==> config.mk <==
export PLATFORM = sky130hd
export DESIGN_NAME = frame_tx
export DESIGN_NICKNAME = d
export VERILOG_FILES = /design/src/rtl/frame_tx_pkg.sv /design/src/rtl/frame_tx_ctrl.sv /design/src/rtl/frame_tx_dp.sv /design/src/rtl/frame_tx.sv
export SDC_FILE = /design/constraint.sdc
export NUM_CORES = 1
export LEC_CHECK = 0
export ABC_AREA = 1
export BUFFER_PORTS_ARGS = -buffer_cell sky130_fd_sc_hd__buf_2
export CAP_MARGIN = 5
export CORE_ASPECT_RATIO = 2
export CORE_MARGIN = 2
export CORE_UTILIZATION = 50
export CTS_BUF_LIST = sky130_fd_sc_hd__clkbuf_8 sky130_fd_sc_hd__clkbuf_16
export CTS_CLUSTER_DIAMETER = 60
export CTS_CLUSTER_SIZE = 8
export DETAILED_ROUTE_END_ITERATION = 6
export HOLD_SLACK_MARGIN = 0.05
export PLACE_DENSITY = 0.69
export SKIP_LAST_GASP = 1
export SYNTH_ARGS = -nofsm -noshare
export SYNTH_HDL_FRONTEND = slang
export SYNTH_SLANG_ARGS = --single-unit
==> constraint.sdc <==
create_clock -name clk -period 3.3 [get_ports clk]
set_input_delay 0.165 -clock clk [delete_from_list [all_inputs] [get_ports clk]]
set_output_delay 0.165 -clock clk [all_outputs]
set_load 0.02 [all_outputs]
==> src/rtl/frame_tx_pkg.sv <==
`timescale 1ns/1ps
package frame_tx_pkg;
  localparam int WORD_W = 9;

  localparam logic [1:0] FMT_8N = 2'b00;
  localparam logic [1:0] FMT_8E = 2'b01;
  localparam logic [1:0] FMT_8O = 2'b10;
  localparam logic [1:0] FMT_9N = 2'b11;

  typedef enum logic [2:0] {
    ST_IDLE,
    ST_START,
    ST_DATA,
    ST_PAR,
    ST_STOP
  } frameState_t;

  typedef enum logic [1:0] {
    LINE_MARK,
    LINE_SPACE,
    LINE_DATA,
    LINE_PAR
  } lineSel_t;

  typedef struct packed {
    logic     load;
    logic     shift;
    logic     flush;
    lineSel_t lineSel;
  } dpStrobe_t;
endpackage

==> src/rtl/frame_tx_ctrl.sv <==
`timescale 1ns/1ps
module frame_tx_ctrl
  import frame_tx_pkg::*;
#(
  parameter int DIV_W      = 16,
  parameter int OVERSAMPLE = 16
) (
  input  logic             clk,
  input  logic             rstN,
  input  logic             modEn,
  input  logic             txEnReq,
  input  logic             brkReq,
  input  logic [1:0]       fmtSel,
  input  logic             stopSel,
  input  logic [DIV_W-1:0] divisor,
  input  logic             fifoEmpty,
  output dpStrobe_t        strb,
  output logic             shiftEmpty,
  output logic             txEnFlag,
  output logic             brkFlag
);
  localparam int SUB_W = $clog2(OVERSAMPLE);
  localparam logic [SUB_W-1:0] SUB_LAST = SUB_W'(OVERSAMPLE - 1);

  frameState_t      state, stNext;
  logic [DIV_W-1:0] preCnt;
  logic [SUB_W-1:0] subCnt;
  logic [3:0]       bitIdx;
  logic             stopIdx;
  logic             tick16, bitDone, canStart, hasPar;
  logic [3:0]       dataLast;

  assign tick16   = (preCnt >= divisor);
  assign bitDone  = tick16 && (subCnt == SUB_LAST);
  assign canStart = txEnFlag && !fifoEmpty;
  assign hasPar   = (fmtSel == FMT_8E) || (fmtSel == FMT_8O);
  assign dataLast = (fmtSel == FMT_9N) ? 4'd8 : 4'd7;

  always_comb begin
    stNext       = state;
    strb.load    = 1'b0;
    strb.shift   = 1'b0;
    strb.flush   = !modEn;
    strb.lineSel = LINE_MARK;
    unique case (state)
      ST_IDLE: begin
        if (tick16 && canStart) begin
          strb.load = 1'b1;
          stNext    = ST_START;
        end
      end
      ST_START: begin
        strb.lineSel = LINE_SPACE;
        if (bitDone) stNext = ST_DATA;
      end
      ST_DATA: begin
        strb.lineSel = LINE_DATA;
        if (bitDone) begin
          strb.shift = 1'b1;
          if (bitIdx == dataLast) stNext = hasPar ? ST_PAR : ST_STOP;
        end
      end
      ST_PAR: begin
        strb.lineSel = LINE_PAR;
        if (bitDone) stNext = ST_STOP;
      end
      ST_STOP: begin
        if (bitDone && (stopIdx == stopSel)) begin
          if (canStart) begin
            strb.load = 1'b1;
            stNext    = ST_START;
          end else begin
            stNext = ST_IDLE;
          end
        end
      end
      default: stNext = ST_IDLE;
    endcase
    if (!modEn) begin
      strb.load = 1'b0;
      stNext    = ST_IDLE;
    end
  end

  always_ff @(posedge clk or negedge rstN) begin
    if (!rstN) begin
      state    <= ST_IDLE;
      preCnt   <= '0;
      subCnt   <= '0;
      bitIdx   <= '0;
      stopIdx  <= 1'b0;
      txEnFlag <= 1'b0;
      brkFlag  <= 1'b0;
    end else if (!modEn) begin
      state    <= ST_IDLE;
      preCnt   <= '0;
      subCnt   <= '0;
      bitIdx   <= '0;
      stopIdx  <= 1'b0;
      txEnFlag <= 1'b0;
      brkFlag  <= 1'b0;
    end else begin
      state    <= stNext;
      txEnFlag <= txEnReq;
      brkFlag  <= brkReq;
      preCnt   <= tick16 ? '0 : preCnt + 1'b1;
      if (strb.load) subCnt <= '0;
      else if (tick16 && state != ST_IDLE) subCnt <= bitDone ? '0 : subCnt + 1'b1;
      if (strb.load) bitIdx <= '0;
      else if (state == ST_DATA && bitDone) bitIdx <= bitIdx + 4'd1;
      if (state != ST_STOP) stopIdx <= 1'b0;
      else if (bitDone) stopIdx <= !stopIdx;
    end
  end

  assign shiftEmpty = (state == ST_IDLE);

  AST_DISABLE_IDLE: assert property (@(posedge clk) disable iff (!rstN)
    !modEn |=> (shiftEmpty && !txEnFlag && !brkFlag))
    else $error("disable did not return control to idle");

  AST_START_GATE: assert property (@(posedge clk) disable iff (!rstN)
    strb.load |-> (txEnFlag && !fifoEmpty && modEn))
    else $error("frame started without enable or data");
endmodule

==> src/rtl/frame_tx_dp.sv <==
`timescale 1ns/1ps
module frame_tx_dp
  import frame_tx_pkg::*;
#(
  parameter int DEPTH = 4
) (
  input  logic              clk,
  input  logic              rstN,
  input  logic              modEn,
  input  dpStrobe_t         strb,
  input  logic [1:0]        fmtSel,
  input  logic              wrValid,
  input  logic [WORD_W-1:0] wrData,
  input  logic              brkFlag,
  output logic              fifoEmpty,
  output logic              bufFull,
  output logic              txLine
);
  localparam int PTR_W = (DEPTH > 1) ? $clog2(DEPTH) : 1;
  localparam int CNT_W = $clog2(DEPTH + 1);
  localparam logic [PTR_W-1:0] PTR_LAST = PTR_W'(DEPTH - 1);
  localparam logic [CNT_W-1:0] CNT_FULL = CNT_W'(DEPTH);

  logic [WORD_W-1:0] fifoMem [DEPTH];
  logic [PTR_W-1:0]  wrPtr, rdPtr;
  logic [CNT_W-1:0]  fifoCnt;
  logic [WORD_W-1:0] shiftReg, headWord;
  logic              parBit, wrAccept, pop;

  assign bufFull   = (fifoCnt == CNT_FULL);
  assign fifoEmpty = (fifoCnt == '0);
  assign wrAccept  = modEn && wrValid && !bufFull;
  assign pop       = strb.load;
  assign headWord  = fifoMem[rdPtr];

  always_ff @(posedge clk) begin
    if (wrAccept) fifoMem[wrPtr] <= wrData;
  end

  always_ff @(posedge clk or negedge rstN) begin
    if (!rstN) begin
      wrPtr   <= '0;
      rdPtr   <= '0;
      fifoCnt <= '0;
    end else if (strb.flush) begin
      wrPtr   <= '0;
      rdPtr   <= '0;
      fifoCnt <= '0;
    end else begin
      if (wrAccept) wrPtr <= (wrPtr == PTR_LAST) ? '0 : wrPtr + 1'b1;
      if (pop)      rdPtr <= (rdPtr == PTR_LAST) ? '0 : rdPtr + 1'b1;
      unique case ({wrAccept, pop})
        2'b10:   fifoCnt <= fifoCnt + 1'b1;
        2'b01:   fifoCnt <= fifoCnt - 1'b1;
        default: fifoCnt <= fifoCnt;
      endcase
    end
  end

  always_ff @(posedge clk or negedge rstN) begin
    if (!rstN) begin
      shiftReg <= '0;
      parBit   <= 1'b0;
    end else if (pop) begin
      shiftReg <= headWord;
      parBit   <= (fmtSel == FMT_8O) ^ (^headWord[7:0]);
    end else if (strb.shift) begin
      shiftReg <= shiftReg >> 1;
    end
  end

  always_comb begin
    unique case (strb.lineSel)
      LINE_SPACE: txLine = 1'b0;
      LINE_DATA:  txLine = shiftReg[0];
      LINE_PAR:   txLine = parBit;
      default:    txLine = 1'b1;
    endcase
    if (brkFlag) txLine = 1'b0;
  end

  AST_NO_OVERFLOW: assert property (@(posedge clk) disable iff (!rstN)
    (bufFull && !pop && modEn) |=> bufFull)
    else $error("full queue changed without a pop");

  AST_CNT_RANGE: assert property (@(posedge clk) disable iff (!rstN)
    fifoCnt <= CNT_FULL)
    else $error("queue count out of range");

  AST_FLUSH_EMPTY: assert property (@(posedge clk) disable iff (!rstN)
    !modEn |=> (fifoEmpty && !bufFull))
    else $error("queue not emptied on disable");
endmodule

==> src/rtl/frame_tx.sv <==
`timescale 1ns/1ps
module frame_tx
  import frame_tx_pkg::*;
#(
  parameter int DIV_W      = 16,
  parameter int FIFO_DEPTH = 4
) (
  input  logic              clk,
  input  logic              rstN,
  input  logic              modEn,
  input  logic              txEnReq,
  input  logic              brkReq,
  input  logic [1:0]        fmtSel,
  input  logic              stopSel,
  input  logic [DIV_W-1:0]  divisor,
  input  logic              wrValid,
  input  logic [WORD_W-1:0] wrData,
  output logic              txLine,
  output logic              bufFull,
  output logic              shiftEmpty,
  output logic              txEnFlag,
  output logic              brkFlag
);
  dpStrobe_t strb;
  logic      fifoEmpty;

  frame_tx_ctrl #(.DIV_W(DIV_W), .OVERSAMPLE(16)) uCtrl (
    .clk(clk), .rstN(rstN), .modEn(modEn), .txEnReq(txEnReq), .brkReq(brkReq),
    .fmtSel(fmtSel), .stopSel(stopSel), .divisor(divisor), .fifoEmpty(fifoEmpty),
    .strb(strb), .shiftEmpty(shiftEmpty), .txEnFlag(txEnFlag), .brkFlag(brkFlag)
  );

  frame_tx_dp #(.DEPTH(FIFO_DEPTH)) uDp (
    .clk(clk), .rstN(rstN), .modEn(modEn), .strb(strb), .fmtSel(fmtSel),
    .wrValid(wrValid), .wrData(wrData), .brkFlag(brkFlag),
    .fifoEmpty(fifoEmpty), .bufFull(bufFull), .txLine(txLine)
  );

  AST_IDLE_MARK: assert property (@(posedge clk) disable iff (!rstN)
    (shiftEmpty && !brkFlag) |-> txLine)
    else $error("line not at mark while idle");
endmodule

Word-level counts from Yosys, hierarchy flattened
Memories as Yosys holds them, arrays and structs flattened.
Cells that the tools add are included.
{"block": "word_totals", "output_inout_bits": 5, "elab_cells": 118, "inputBits": 34, "regBits": 47, "mem_bits_rw": 36, "n_memories": 1}
{"block": "op_classes", "muxes": 47, "order_cmp": 1, "addsub": 7, "bitwise": 1, "n_reduce_logical": 18, "eq_ne": 31}
{"memory": "uDp.fifoMem", "depth": 4, "width": 9, "rd": 1, "rd_clocked_by_memory_dff": 0, "wr": 1, "line_no": "frame_tx_dp.sv:24", "rtl": "logic [WORD_W-1:0] fifoMem [DEPTH];"}
{"operator": "$mux 16", "n": 2}
{"operator": "$mux 4", "n": 8}
{"operator": "$mux 3", "n": 9}
{"operator": "$mux 9", "n": 2}
{"operator": "$ne 3x2->1 const B", "n": 6}
{"operator": "$add 16x1->16 const B", "n": 1}
{"operator": "$ge 16x16->1", "n": 1}
{"operator": "$mux 1", "n": 15}
{"operator": "$pmux 3 s5", "n": 1}
{"operator": "$eq 2x2->1 const B", "n": 7}
{"operator": "$mux 2", "n": 6}
{"operator": "$ne 3x1->1 const B", "n": 4}
{"operator": "$add 4x1->4 const B", "n": 2}
{"operator": "$logic_and 1x1->1", "n": 8}
{"operator": "$reduce_xor 8->1", "n": 1}
{"operator": "$eq 2x1->1 const B", "n": 3}
{"operator": "$eq 3x2->1 const B", "n": 2}
{"operator": "$eq 3x3->1 const B", "n": 2}
{"operator": "$logic_not 3->1", "n": 2}
{"operator": "$pmux 2 s3", "n": 1}
{"operator": "$pmux 3 s2", "n": 1}
{"operator": "$reduce_and 6->1", "n": 1}
{"operator": "$add 2x1->2 const B", "n": 2}
{"operator": "$eq 4x4->1", "n": 1}
{"operator": "14 further kinds", "n": 17}

Logic depth before layout (Yosys ltp)
Gate-level depths: netlist (run 1).
{"block": "depth", "ltp_word": 10, "depth_mapped": 22, "ltp_nobuf": 22}

Hierarchy
A second synthesis (run 1) with hierarchy kept.
{"block": "hier_totals", "cells_unflattened": 546, "hier_area_um2": 4615.7}
{"mod": "frame_tx_dp", "seq_area_each_um2": 1506.4, "cells_each": 272, "area_per_inst_um2": 2523.7, "instances": 1}
{"mod": "frame_tx_ctrl", "seq_area_each_um2": 750.7, "cells_each": 274, "area_per_inst_um2": 2092.0, "instances": 1}

Worst setup path before layout (run 1)
No wires, ideal clock.
{"block": "synth_path", "path_type": "reg-to-reg", "from": "register uCtrl.preCnt[4]", "to": "register uDp.fifoCnt[2]", "path_buffers": 0, "synth_period_minus_slack_ns": 2.398, "required_ns": 3.184, "setup_slack_ns": 0.902, "path_stages_with_launch": 21, "arrival_time_ns": 2.281, "setup_time_ns": 0.116, "path_cell_list": "dfrtp_1 > ha_1 > nand2_1 > inv_1 > nand2_1 > nor2_1 > nor2_1 > nand2_1 > nand2_1 > nand2_4 > nand4_2 > nand2_4 > nand2_1 > inv_1 > fa_1 > xnor2_1 > inv_1 > nand2_1 > nand2_1 > nand2_1 > nand2_1"}
{"block": "synth_via", "elab_chain_cells": 9, "elab_cells_between_ends": 13, "classes_between": "order compare (1); eq/ne (3); mux (6); reduce/logical (3)"}
{"item": "from (decl)", "line_no": "frame_tx_ctrl.sv:26", "rtl": "logic [DIV_W-1:0] preCnt;"}
{"item": "from (signal assigned)", "line_no": "frame_tx_ctrl.sv:106", "rtl": "preCnt <= tick16 ? '0 : preCnt + 1'b1;"}
{"item": "$ge 16x16->1 (*)", "line_no": "frame_tx_ctrl.sv:33", "rtl": "assign tick16 = (preCnt >= divisor);"}
{"item": "$logic_and 1x1->1", "line_no": "frame_tx_ctrl.sv:34", "rtl": "assign bitDone = tick16 && (subCnt == SUB_LAST);"}
{"item": "$logic_and 1x1->1", "line_no": "frame_tx_ctrl.sv:68", "rtl": "if (bitDone && (stopIdx == stopSel)) begin"}
{"item": "$mux 1", "line_no": "frame_tx_ctrl.sv:68"}
{"item": "$pmux 1 s2 (*)", "line_no": "frame_tx_ctrl.sv:45", "rtl": "unique case (state)"}
{"item": "$mux 1 (*)", "line_no": "frame_tx_ctrl.sv:79", "rtl": "if (!modEn) begin"}
{"item": "$eq 2x1->1 or $eq 2x2->1 (tied branches)", "line_no": "frame_tx_dp.sv:52", "rtl": "unique case ({wrAccept, pop})"}
{"item": "$pmux 3 s2", "line_no": "frame_tx_dp.sv:52"}
{"item": "$mux 3", "line_no": "frame_tx_dp.sv:45", "rtl": "end else if (strb.flush) begin"}
{"item": "to (signal assigned)", "line_no": "frame_tx_dp.sv:53", "rtl": "2'b10: fifoCnt <= fifoCnt + 1'b1;"}
{"item": "to (signal assigned)", "line_no": "frame_tx_dp.sv:54", "rtl": "2'b01: fifoCnt <= fifoCnt - 1'b1;"}
{"item": "to (signal assigned)", "line_no": "frame_tx_dp.sv:55", "rtl": "default: fifoCnt <= fifoCnt;"}
{"item": "to (decl)", "line_no": "frame_tx_dp.sv:26", "rtl": "logic [CNT_W-1:0] fifoCnt;"}
Every way passes the cells marked *; elsewhere a longest branch is shown, timed or not.
A chain may end at the register's enable or synchronous reset.

Worst setup path in the final report (run 1)
{"block": "layout_path", "from": "register uCtrl.preCnt[11]", "to": "register uDp.fifoCnt[2]"}
The elaborated chain is that of the path after synthesis.

==> results of run 1 <==
layer usage:
| layer | part of all wire, % | GRT usage [%] | vias to the layer above | wire (µm) |
|---|---|---|---|---|
| met5 | 0 | 0 | - | 0 |
| met4 | 3.6 | 9.73 | 0 | 318 |
| met3 | 3.2 | 4.00 | 26 | 277 |
| met2 | 57 | 37.2 | 77 | 5020 |
| met1 | 36 | 18.0 | 1605 | 3130 |
| li1 | - | - | 1771 | - |
repair_timing:
| item | 4_1_cts | 5_1_grt |
|---|---|---|
| endpoints found under the hold margin | 51 | 0 |
| hold buffers | 12 | 0 |
| resized for setup | 0 | 0 |
cells by family after synthesis:
| family | Yosys count |
|---|---|
| xor+xnor | 16 |
| flops | 83 |
| simple gates | 246 |
| fa+ha+maj | 26 |
| buf+inv | 86 |
| compound gates | 54 |
sequential cells by signal, indices dropped and copies added, names as in the netlist:
signal,cells
uCtrl.state,3
uCtrl.stopIdx,1
uDp.fifoCnt,3
uCtrl.brkFlag,1
uDp.fifoMem,36
uCtrl.bitIdx,4
uDp.parBit,1
uCtrl.preCnt,16
uDp.shiftReg,9
uDp.rdPtr,2
uCtrl.subCnt,4
uCtrl.txEnFlag,1
uDp.wrPtr,2
area by class of cell:
class | count | area (µm²)
fillers | 813 | 3710
flip-flops and latches | 83 | 2260
multi-input cells | 342 | 1930
repair buffers | 50 | 310
inverters | 76 | 288
clock buffers | 9 | 225
well taps | 102 | 128
clock inverters | 7 | 100
tightest hold or removal path: stages:
cell     delay (ns)
buf_2          0.20
nand2_1        0.09
inv_1          0.03
final timing paths:
check	from	cells after the start	endpoint	slack (ns)
min	modEn	3	uCtrl.txEnFlag	0.18
max	uCtrl.preCnt[11]	16	uDp.fifoCnt[2]	0.64
max in group asynchronous	rstN	2	uCtrl.state[0]	2.10
max reg2reg	uCtrl.preCnt[11]	16	uDp.fifoCnt[2]	0.64
min reg2reg	uCtrl.preCnt[0]	1	uCtrl.preCnt[0]	0.49
min in group asynchronous	rstN	2	uCtrl.txEnFlag	0.55
cell usage after synthesis (2+ instances only):
cell type / number / area [µm²]
nand2_1: 110 / 413
inv_1: 70 / 263
nand3_1: 53 / 265
nor2_1: 48 / 180
dfrtp_1: 47 / 1180
edfxtp_1: 36 / 1080
ha_1: 25 / 313
o21ai_0: 24 / 120
a21oi_1: 16 / 80.1
nor3_1: 9 / 45.0
xor2_1: 9 / 78.8
xnor2_1: 6 / 52.6
buf_6: 5 / 56.3
inv_2: 5 / 18.8
o211ai_1: 5 / 37.5
nand2_2: 4 / 25.0
nand2_4: 4 / 45.0
buf_2: 3 / 15.0
nand4_1: 3 / 18.8
nor2_2: 3 / 18.8
nand3_2: 2 / 20.0
nand3b_1: 2 / 15.0
o22ai_1: 2 / 12.5
per-stage QoR:
step           area [µm²]  power, W  util (%)  hold WS [ns]  cells
2_1_floorplan        4560   0.00141         -        -0.131    511
3_3_place_gp         4790   0.00152      53.6         0.351    641
5_1_grt              5240   0.00271      58.5         0.204    669
4_1_cts              5240   0.00262      58.5         0.173    669
6_report             5240   0.00260      58.5         0.180    669
3_5_place_dp         4790   0.00153      53.6         0.361    641
power by group through the flow:
| stage | Combinational (W) | Sequential [W] | Clock, W |
|---|---|---|---|
| after floorplan | 0.000234 | 0.00118 | 0 |
| after global placement | 0.000335 | 0.00118 | 0 |
| after detailed placement | 0.000345 | 0.00119 | 0 |
| after CTS | 0.000359 | 0.00117 | 0.00110 |
| after global routing | 0.000400 | 0.00117 | 0.00114 |
| final | 0.000356 | 0.00117 | 0.00107 |
==> summary.md, run 1 <==
| Metric | Value |
|---|---|
| CTS tree | `done` |
| Number of antenna violations at the first check in global routing | `0` |
| Outcome | `finished clean` |
| Core box area | `~9000 µm²` |
| DR DRC count | `0` |
| WL final | `8.74 mm` |
| Simple-gate area share of the yosys netlist | `between 20% and 30%` |
| Number of flops mapped to enable cells by yosys | `36` |
| Mapped Area | `about 4600 µm²` |
| Flops & latches, synth | `83` |
| Critical Path Fanout Max | `9` |
| Antenna-violating nets left | `0` |
| VDD IR max | `0.481 mV` |
| Worst Path Arrival | `roughly 2.9 ns` |
| First-pass GRT wire length | `between 10 and 15 mm` |
| Layout cells sized above 1 | `around 15%` |
| Final hold vios | `0` |
| Cell count after synthesis | `slightly above 500` |
| Later-pin clock latency in the skew report | `about 0.34 ns` |
| Ys flop type | `dfrtp_1` |
| Worst-margin pin slew | `about 1.0 ns` |
| Slew HR | `between 30% and 40%` |
| Final setup violation count | `0` |
| Post-layout min period | `approximately 2.7 ns` |
| CP bufs+invs | `2` |
| Mux cell area share after synthesis | `0%` |
| Critical path endpoint category | `register` |
| Fmax | `0.376 GHz` |
| Post-CTS setup buffer count | `0` |
| Async set or reset register ratio after synthesis | `56.6%` |
| Synth cell types | `43` |
| Largest family of logic cells by synthesized area | `simple AND/OR/NAND/NOR gates` |
| Reg power frac | `between 40% and 50%` |
| I/O Buffers | `38` |
| RSZ-0062 raised after global routing | `no` |
| Routed len/inst | `around 13 µm` |
| Syn_area_per_cell | `roughly 9 µm²` |
| Delay-heaviest family, CP | `adder cells` |
| Ant diodes | `0` |
| CTS root buf | `clkbuf_16` |
| CTS Buffer Depth | `2` |
| Iter 0 DRT Violations | `between 100 and 150` |
| Die area | `9940 µm²` |
| Initial Util | `just over 50%` |
| GRT overflow | `0` |
| Cell Chain, Critical Path | `ha_1 > a21oi_1 > o21ai_0 > a21oi_2 > nand2_4 > nand4_2 > nand2_4 > nand2_1 > inv_1 > fa_1 > xnor2_1 > inv_1 > nand2_1 > nand2_1 > nand2_1 > nand2_1` |
| Hold Path Class | `in -> reg` |
| P_sw | `between 0.0006 and 0.0007 W` |
| Ports | `39` |
| PwrDens | `496 nW/µm²` |
| WS Path Type | `reg -> reg` |
| Internal power | `0.00192 W` |
| Clock network power share | `41.4%` |
| Fin Clk Skew | `between 0.01 and 0.015 ns` |
| DR vias | `between 3,000 and 4,000` |
| Fraction of the mapped netlist area in adder cells | `7.30%` |
| Largest net degree at the start of global routing | `between 40 and 50` |
| CP required | `about 3.5 ns` |
| Dpl ws | `0.622 ns` |
| Number of vias per cell | `around 5.2` |
| Htree depth | `3` |
| Area grow syn2layout | `14.9%` |
| Setup TNS Final | `0 ns` |
| DIE HEIGHT | `around 140 µm` |
| Sw Ratio | `between 20% and 30%` |
| Combinational power share | `roughly 14%` |
| Die X | `around 70 µm` |
| CP max stage cell | `dfrtp_1` |
| Final Cycle Share | `between 80% and 90%` |
| Clock sink total | `83` |
| Drt first pass iters | `4` |
| Num rows | `49` |
| Register area share after synthesis | `about 50%` |
| Commonest cells after routing, fill and taps aside | `nand2_1, inv_1, nand3_1` |
| Complex-gate fraction of the synthesized area | `approximately 6.9%` |
| Fin nets | `slightly above 600` |
| Max Transition Viols Final | `0` |
| XOR/XNOR Fraction of Synth Area | `under 10%` |
| GPL Wtd Cong | `0.863` |
| CTS clk-pin slew, worst paths | `approximately 0.070 ns` |
| Vias in the first global route | `~3,400` |
| Worst setup margin | `0.638 ns` |
| Syn nets | `between 500 and 600` |
| Tot GR Track Use | `around a fifth` |
| CTS Buf Count | `9` |
| Leakage power | `~2.5 nW` |
| Startpoint types | `register` |
| Commonest non-fill, non-tap cell in the layout | `nand2_1` |
| Yosys warns | `0` |
| MaxCap Viol Count | `0` |
| Worst path most repeated cell | `nand2_1` |
| Post-DP HPWL | `~6.6 mm` |
| Max stage delay on crit path | `0.40 ns` |
Power figures use the tool's default switching activity.
==> inputs of run 2 (changes only) <==
PLACE_DENSITY = 0.71   (was 0.69)
clock period = 2.3 ns   (was 3.3 ns; I/O delays follow)
==> run 2 against run 1 <==
Against the previous run: the flow now finishes with violations (negative setup slack); combinational power rose by 63%; setup slack lost 0.69 ns; non-clock buffer count rose by 44; critical endpoint unchanged; largest power group unchanged.
==> summary.md, run 2 (synthesized netlist as in run 1, its figures left out) <==
| Metric | Value |
|---|---|
| Outcome | `finished, violations left` |
| Failing checks | `negative setup slack` |
| Leakage power | `2.79 nW (+10%)` |
| Critical path endpoint category | `register` |
| First-pass GRT wire length | `16.0 mm (+7.2%)` |
| Worst r2r dst | `uDp.fifoCnt[2]` |
| P_sw | `0.000983 W (+46%)` |
| Ant diodes | `0 (unchanged)` |
| WS Path Type | `reg -> reg` |
| CTS Buffer Depth | `2 (unchanged)` |
| Startpoint types | `register` |
| Core box area | `8950 µm² (unchanged)` |
| Clock network power share | `40.2% (-1.2 points)` |
| Combinational power share | `15.4% (+1.7 points)` |
| WL final | `9.59 mm (+9.7%)` |
| FF-to-FF setup slack | `-0.06 ns (-0.69 ns)` |
| MaxCap Viol Count | `0 (unchanged)` |
| Routed len/inst | `13.4 µm (+2.9%)` |
| Worst r2r src | `uCtrl.preCnt[11]` |
| Later-pin clock latency in the skew report | `0.34 ns (about the same)` |
| Die area | `9940 µm² (unchanged)` |
| Sw Ratio | `26.1% (+0.059 points)` |
| CTS root buf | `clkbuf_16` |
| WL met3 | `303 µm (+9.4%)` |
| DR DRC count | `0 (unchanged)` |
| CP required | `2.53 ns (-1.01 ns)` |
| Fill cells | `722 (-11%)` |
| Clock sink total | `83 (unchanged)` |
| Worst Path Arrival | `2.59 ns (-0.31 ns)` |
| Commonest non-fill, non-tap cell in the layout | `nand2_1` |
| Reg power frac | `44.3% (-0.6 points)` |
| Slew HR | `56.9% (+26 points)` |
| PwrDens | `646 nW/µm² (+30%)` |
| Max layer used | `met4` |
| Commonest cells after routing, fill and taps aside | `nand2_1, inv_1, nor2_1, dfrtp_1, nand3_1` |
| Worst setup margin | `-0.0552 ns (-0.693 ns)` |
| Worst Setup SP | `uCtrl.preCnt[11]` |
| Final hold vios | `0 (unchanged)` |
| Setup TNS Final | `-0.149 ns (-0.149 ns)` |
| CTS tree | `done` |
| DR vias | `3,701 (+6.4%)` |
| Post-layout min period | `2.36 ns (-0.307 ns)` |
| Critical Path Fanout Max | `4 (-5)` |
| Internal power | `0.00279 W (+45%)` |
| Antenna-violating nets left | `0 (unchanged)` |
| I/O Buffers | `38 (unchanged)` |
| RSZ-0062 raised after global routing | `yes` |
| Top reg by flops | `uDp.fifoMem` |
| Post-DP HPWL | `6.92 mm (+4.2%)` |
| End of the critical path | `uDp.fifoCnt[2]` |
| Fmax | `0.425 GHz (+13%)` |
| Max Transition Viols Final | `0 (unchanged)` |
| Routed wl met2 | `5.58 mm (+11%)` |
| Htree depth | `3 (unchanged)` |
| R2R cell count | `16 (unchanged)` |
| Tot GR Track Use | `20.5% (+1.3 points)` |
| GPL Wtd Cong | `0.894 (+3.5%)` |
| Die X | `71.5 µm (unchanged)` |
| Iter 0 DRT Violations | `173 (+36%)` |
| CTS Buf Count | `9 (unchanged)` |
| Fin nets | `666 (+7.1%)` |
| Layout cells sized above 1 | `26.5% (+12 points)` |
| Hold Path Class | `in -> reg` |
| Vias in the first global route | `3,731 (+9.4%)` |
| Ports | `39 (unchanged)` |
| Number of vias per cell | `5.19 (-0.18%)` |
| Initial Util | `50.9% (unchanged)` |
| Fin Clk Skew | `0.00825 ns (-0.00310 ns)` |
| Largest register FFs | `36 (unchanged)` |
| CTS clk-pin slew, worst paths | `0.06 ns (about the same)` |
| Final Cycle Share | `102% (+22 points)` |
| Drt first pass iters | `4 (unchanged)` |
| Largest net degree at the start of global routing | `30 (-38%)` |
| Largest regs | `uDp.fifoMem: 36 flops, uCtrl.preCnt: 16 flops, uDp.shiftReg: 9 flops` |
| M1 WL | `3.34 mm (+7.0%)` |
| DIE HEIGHT | `139 µm (unchanged)` |
| VDD IR max | `0.615 mV (+28%)` |
| Number of antenna violations at the first check in global routing | `0 (unchanged)` |
| GRT overflow | `0 (unchanged)` |
| Final setup violation count | `7 (+7)` |
| Total power | `0.00377 W (+45%)` |
| Worst-margin pin slew | `0.647 ns (-0.387 ns)` |
| Area grow syn2layout | `28.1%` |
| Num rows | `49 (unchanged)` |
-- run 2: timing repair --
item	CTS	global route
pin swaps	10	21
setup endpoints to repair	21	15
hold buffers	12	0
setup buffers	6	5
gates resized for setup	14	34
hold endpoints to repair	65	0
-- run 2: per-stage QoR --
stage | util [%] | worst slack, ns | cell area (µm²) | hold slack [ns] | instances
floorplan | - | -0.0189 | 4590 | -0.181 | 511
global placement | 56.8 | -0.117 | 5080 | 0.174 | 675
detailed placement | 56.8 | -0.174 | 5080 | 0.186 | 675
CTS | 63.1 | -0.0732 | 5640 | 0.185 | 709
global route | 65.3 | -0.175 | 5840 | 0.217 | 713
finish | 65.3 | -0.0552 | 5840 | 0.198 | 713
-- run 2: final cells by class --
class	count	area (µm²)	area share, %
Sequential cell	83	2260	38.6
Timing Repair Buffer	94	659	11.3
Multi-Input combinational cell	342	2180	37.4
Clock buffer	9	225	3.86
Inverter	76	294	5.03
Tap cell	102	128	2.19
Clock inverter	7	92.6	1.59
-- run 2: critical path: stages (launching register included) --
cell	delay (ns)
dfrtp_1	0.41
ha_4	0.26
a21oi_2	0.11
o21ai_1	0.09
a21oi_2	0.24
nand2_4	0.11
nand4_4	0.09
nand2_4	0.07
nand2_4	0.06
inv_2	0.04
fa_2	0.35
xnor2_2	0.16
inv_1	0.06
nand2_1	0.05
nand2_1	0.04
nand2_1	0.06
nand2_1	0.05
-- run 2: power by group through the flow --
stage / clock network [W] / registers (W) / logic [W]
floorplan: 0 / 0.00169 / 0.000344
global placement: 0 / 0.00170 / 0.000527
detailed placement: 0 / 0.00170 / 0.000545
CTS: 0.00155 / 0.00167 / 0.000571
global route: 0.00161 / 0.00168 / 0.000654
finish: 0.00152 / 0.00167 / 0.000582
-- run 2: layer usage --
metal / global-route usage [%] / up-vias
li1: - / 1862
met1: 19.6 / 1734
met2: 39.1 / 79
met3: 4.43 / 26
met4: 10.4 / 0
met5: 0 / -
-- run 2: worst min-delay path by stage --
stage / startpoint / endpoint / cells past startpoint
floorplan: rstN / uCtrl.bitIdx[0] / 0
global placement: rstN / uCtrl.txEnFlag / 1
detailed placement: rstN / uDp.wrPtr[0] / 1
CTS: modEn / uCtrl.txEnFlag / 4
global route: modEn / uCtrl.txEnFlag / 4
finish: wrValid / uDp.wrPtr[1] / 5
==> inputs of run 3 (changes only) <==
PLACE_DENSITY = 0.82   (was 0.71)
TNS_END_PERCENT = 100   (was default)
==> run 3 against run 2 <==
Against the previous run: the run still ends with negative setup slack left; maximum frequency decreased by 1.7%; critical path depth grew 4; highest routed layer unchanged; utilization decreased by 1.4 points; sequential share of layout area increased by 0.85 points; critical path type unchanged; final cell count fell by 0.84%.
==> summary.md, run 3 (synthesized netlist as in run 1, its figures left out) <==
| Metric | Value |
|---|---|
| Outcome | `finished, violations left` |
| Failing checks | `negative setup slack` |
| Fill cells | `706 (-2.2%)` |
| CTS Buffer Depth | `2 (unchanged)` |
| Worst r2r src | `uCtrl.preCnt[6]` |
| Core box area | `8950 µm² (unchanged)` |
| CTS clk-pin slew, worst paths | `0.06 ns (about the same)` |
| Fmax | `0.417 GHz (-1.7%)` |
| Clock sink total | `83 (unchanged)` |
| Antenna-violating nets left | `0 (unchanged)` |
| Worst Path Arrival | `2.63 ns (+0.04 ns)` |
| Layout cells sized above 1 | `23.6% (-2.9 points)` |
| Final setup violation count | `1 (-6)` |
| GPL Wtd Cong | `0.889 (-0.53%)` |
| Final Cycle Share | `104% (+1.8 points)` |
| MaxCap Viol Count | `0 (unchanged)` |
| Hold_sp | `modEn` |
| Post-layout min period | `2.40 ns (+0.0416 ns)` |
| CTS root buf | `clkbuf_16` |
| Hold Path Class | `in -> reg` |
| Htree depth | `3 (unchanged)` |
| RSZ-0062 raised after global routing | `yes` |
| Register area | `2260 µm² (unchanged)` |
| Drt first pass iters | `4 (unchanged)` |
| Commonest cells after routing, fill and taps aside | `nand2_1, inv_1, nand3_1` |
| Die area | `9940 µm² (unchanged)` |
| Largest net degree at the start of global routing | `28 (-6.7%)` |
| Worst-margin pin slew | `0.635 ns (-0.0119 ns)` |
| Dpl cells | `670 (-0.74%)` |
| Multi-input gate area | `2110 µm² (-3.6%)` |
| Ports | `39 (unchanged)` |
| Top reg by flops | `uDp.fifoMem` |
| Routed len/inst | `13.4 µm (-0.65%)` |
| Number of vias per cell | `5.19 (about the same)` |
| Largest regs | `uDp.fifoMem: 36 flops, uCtrl.preCnt: 16 flops, uDp.shiftReg: 9 flops` |
| Ant diodes | `0 (unchanged)` |
| Initial Util | `50.9% (unchanged)` |
| Critical path endpoint category | `register` |
| GRT overflow | `0 (unchanged)` |
| CTS tree | `done` |
| CP required | `2.53 ns (about the same)` |
| Num rows | `49 (unchanged)` |
| Slew HR | `57.7% (+0.79 points)` |
| Fin nets | `660 (-0.90%)` |
| Tot GR Track Use | `20.0% (-0.52 points)` |
| DIE HEIGHT | `139 µm (unchanged)` |
| Worst setup margin | `-0.0969 ns (-0.0416 ns)` |
| CTS Buf Count | `9 (unchanged)` |
| Non-Filler Instances | `707 (-0.84%)` |
| First-pass GRT wire length | `15.8 mm (-1.1%)` |
| Later-pin clock latency in the skew report | `0.34 ns (about the same)` |
| Final hold vios | `0 (unchanged)` |
| DR DRC count | `0 (unchanged)` |
| Worst Setup SP | `uCtrl.preCnt[6]` |
| Area grow syn2layout | `25.4%` |
| WS Path Type | `reg -> reg` |
| VDD IR max | `0.630 mV (+2.4%)` |
| Max Transition Viols Final | `0 (unchanged)` |
| Largest register FFs | `36 (unchanged)` |
| Leakage power | `2.73 nW (-2.1%)` |
| Vias in the first global route | `3,703 (-0.75%)` |
| WL final | `9.44 mm (-1.5%)` |
| Commonest non-fill, non-tap cell in the layout | `nand2_1` |
| Post-DP HPWL | `6.94 mm (+0.29%)` |
| Setup TNS Final | `-0.0969 ns (+0.0524 ns)` |
| DR vias | `3,670 (-0.84%)` |
| Die X | `71.5 µm (unchanged)` |
| Fin Clk Skew | `0.00724 ns (-0.00101 ns)` |
| Startpoint types | `register` |
| Number of antenna violations at the first check in global routing | `0 (unchanged)` |
| Iter 0 DRT Violations | `211 (+22%)` |
| PwrDens | `665 nW/µm² (+3.0%)` |
| I/O Buffers | `38 (unchanged)` |
| Critical Path Fanout Max | `3 (-1)` |
## run 3: worst max-delay path, stage by stage, from the launching register on
cell and delay [ns]:
dfrtp_1 0.39, ha_1 0.29, nand2_1 0.07, inv_2 0.04
nand2_2 0.07, nor2_2 0.04, nor2_1 0.12, nand2_1 0.08
nand2_2 0.07, nand2_4 0.07, nand4_4 0.09, nand2_4 0.06
nand2_4 0.06, inv_2 0.04, fa_2 0.37, xnor2_2 0.18
inv_1 0.05, nand2_1 0.05, nand2_1 0.05, nand2_1 0.06
nand2_1 0.04
## run 3: power by group
| group | total (W) | switching (W) | leakage [nW] | internal (W) |
|---|---|---|---|---|
| sequential | 0.00168 | 0.0000554 | 0.971 | 0.00162 |
| combinational | 0.000588 | 0.000362 | 1.61 | 0.000226 |
| clock | 0.00154 | 0.000582 | 0.153 | 0.000956 |
## run 3: cell type report
type                    instances  share of cell area (%)
well taps                     102                    2.23
clock inverters                 7                    1.73
flip-flops and latches         83                    39.5
repair buffers                 88                    10.6
clock buffers                   9                    3.94
inverters                      76                    5.19
multi-input cells             342                    36.9
## run 3: worst paths after layout
path                                         end  slack (ns)  cells past startpoint
worst max-delay path              uDp.fifoCnt[2]        -0.1                     20
worst min-delay path              uDp.fifoCnt[0]        0.14                      3
worst max register to register    uDp.fifoCnt[2]        -0.1                     20
worst min register to register   uCtrl.subCnt[1]        0.52                      2
max in group asynchronous       uCtrl.preCnt[15]        1.34                      3
min in group asynchronous        uCtrl.preCnt[4]        0.34                      2
## run 3: stage by stage
stage          hold slack, ns  util (%)  cell area (µm²)  worst slack (ns)  total power, W
5_1_grt                 0.155      63.9             5720            -0.238         0.00398
6_report                0.143      63.9             5720           -0.0969         0.00380
2_1_floorplan          -0.181         -             4590           -0.0189         0.00204
3_5_place_dp            0.166      56.3             5040            -0.106         0.00224
3_3_place_gp            0.161      56.3             5040           -0.0216         0.00221
4_1_cts                 0.135      61.5             5500           -0.0767         0.00380
## run 3: repair_timing
| action | 4_1_cts | 5_1_grt |
|---|---|---|
| resized for setup | 4 | 24 |
| buffers inserted | 0 | 10 |
| pin swaps | 1 | 13 |
| endpoints found under the setup margin | 3 | 21 |
| endpoints found under the hold margin | 63 | 0 |
| hold buffers | 12 | 0 |
## run 3: routing by layer
layer	up-vias	track usage (%)	share of wire, %	wire, µm
met1	1717	20.0	36	3390
met2	77	38.3	58	5470
met4	0	9.93	3.2	298
met5	-	0	0	0
li1	1850	-	-	-
met3	26	2.98	3.0	288
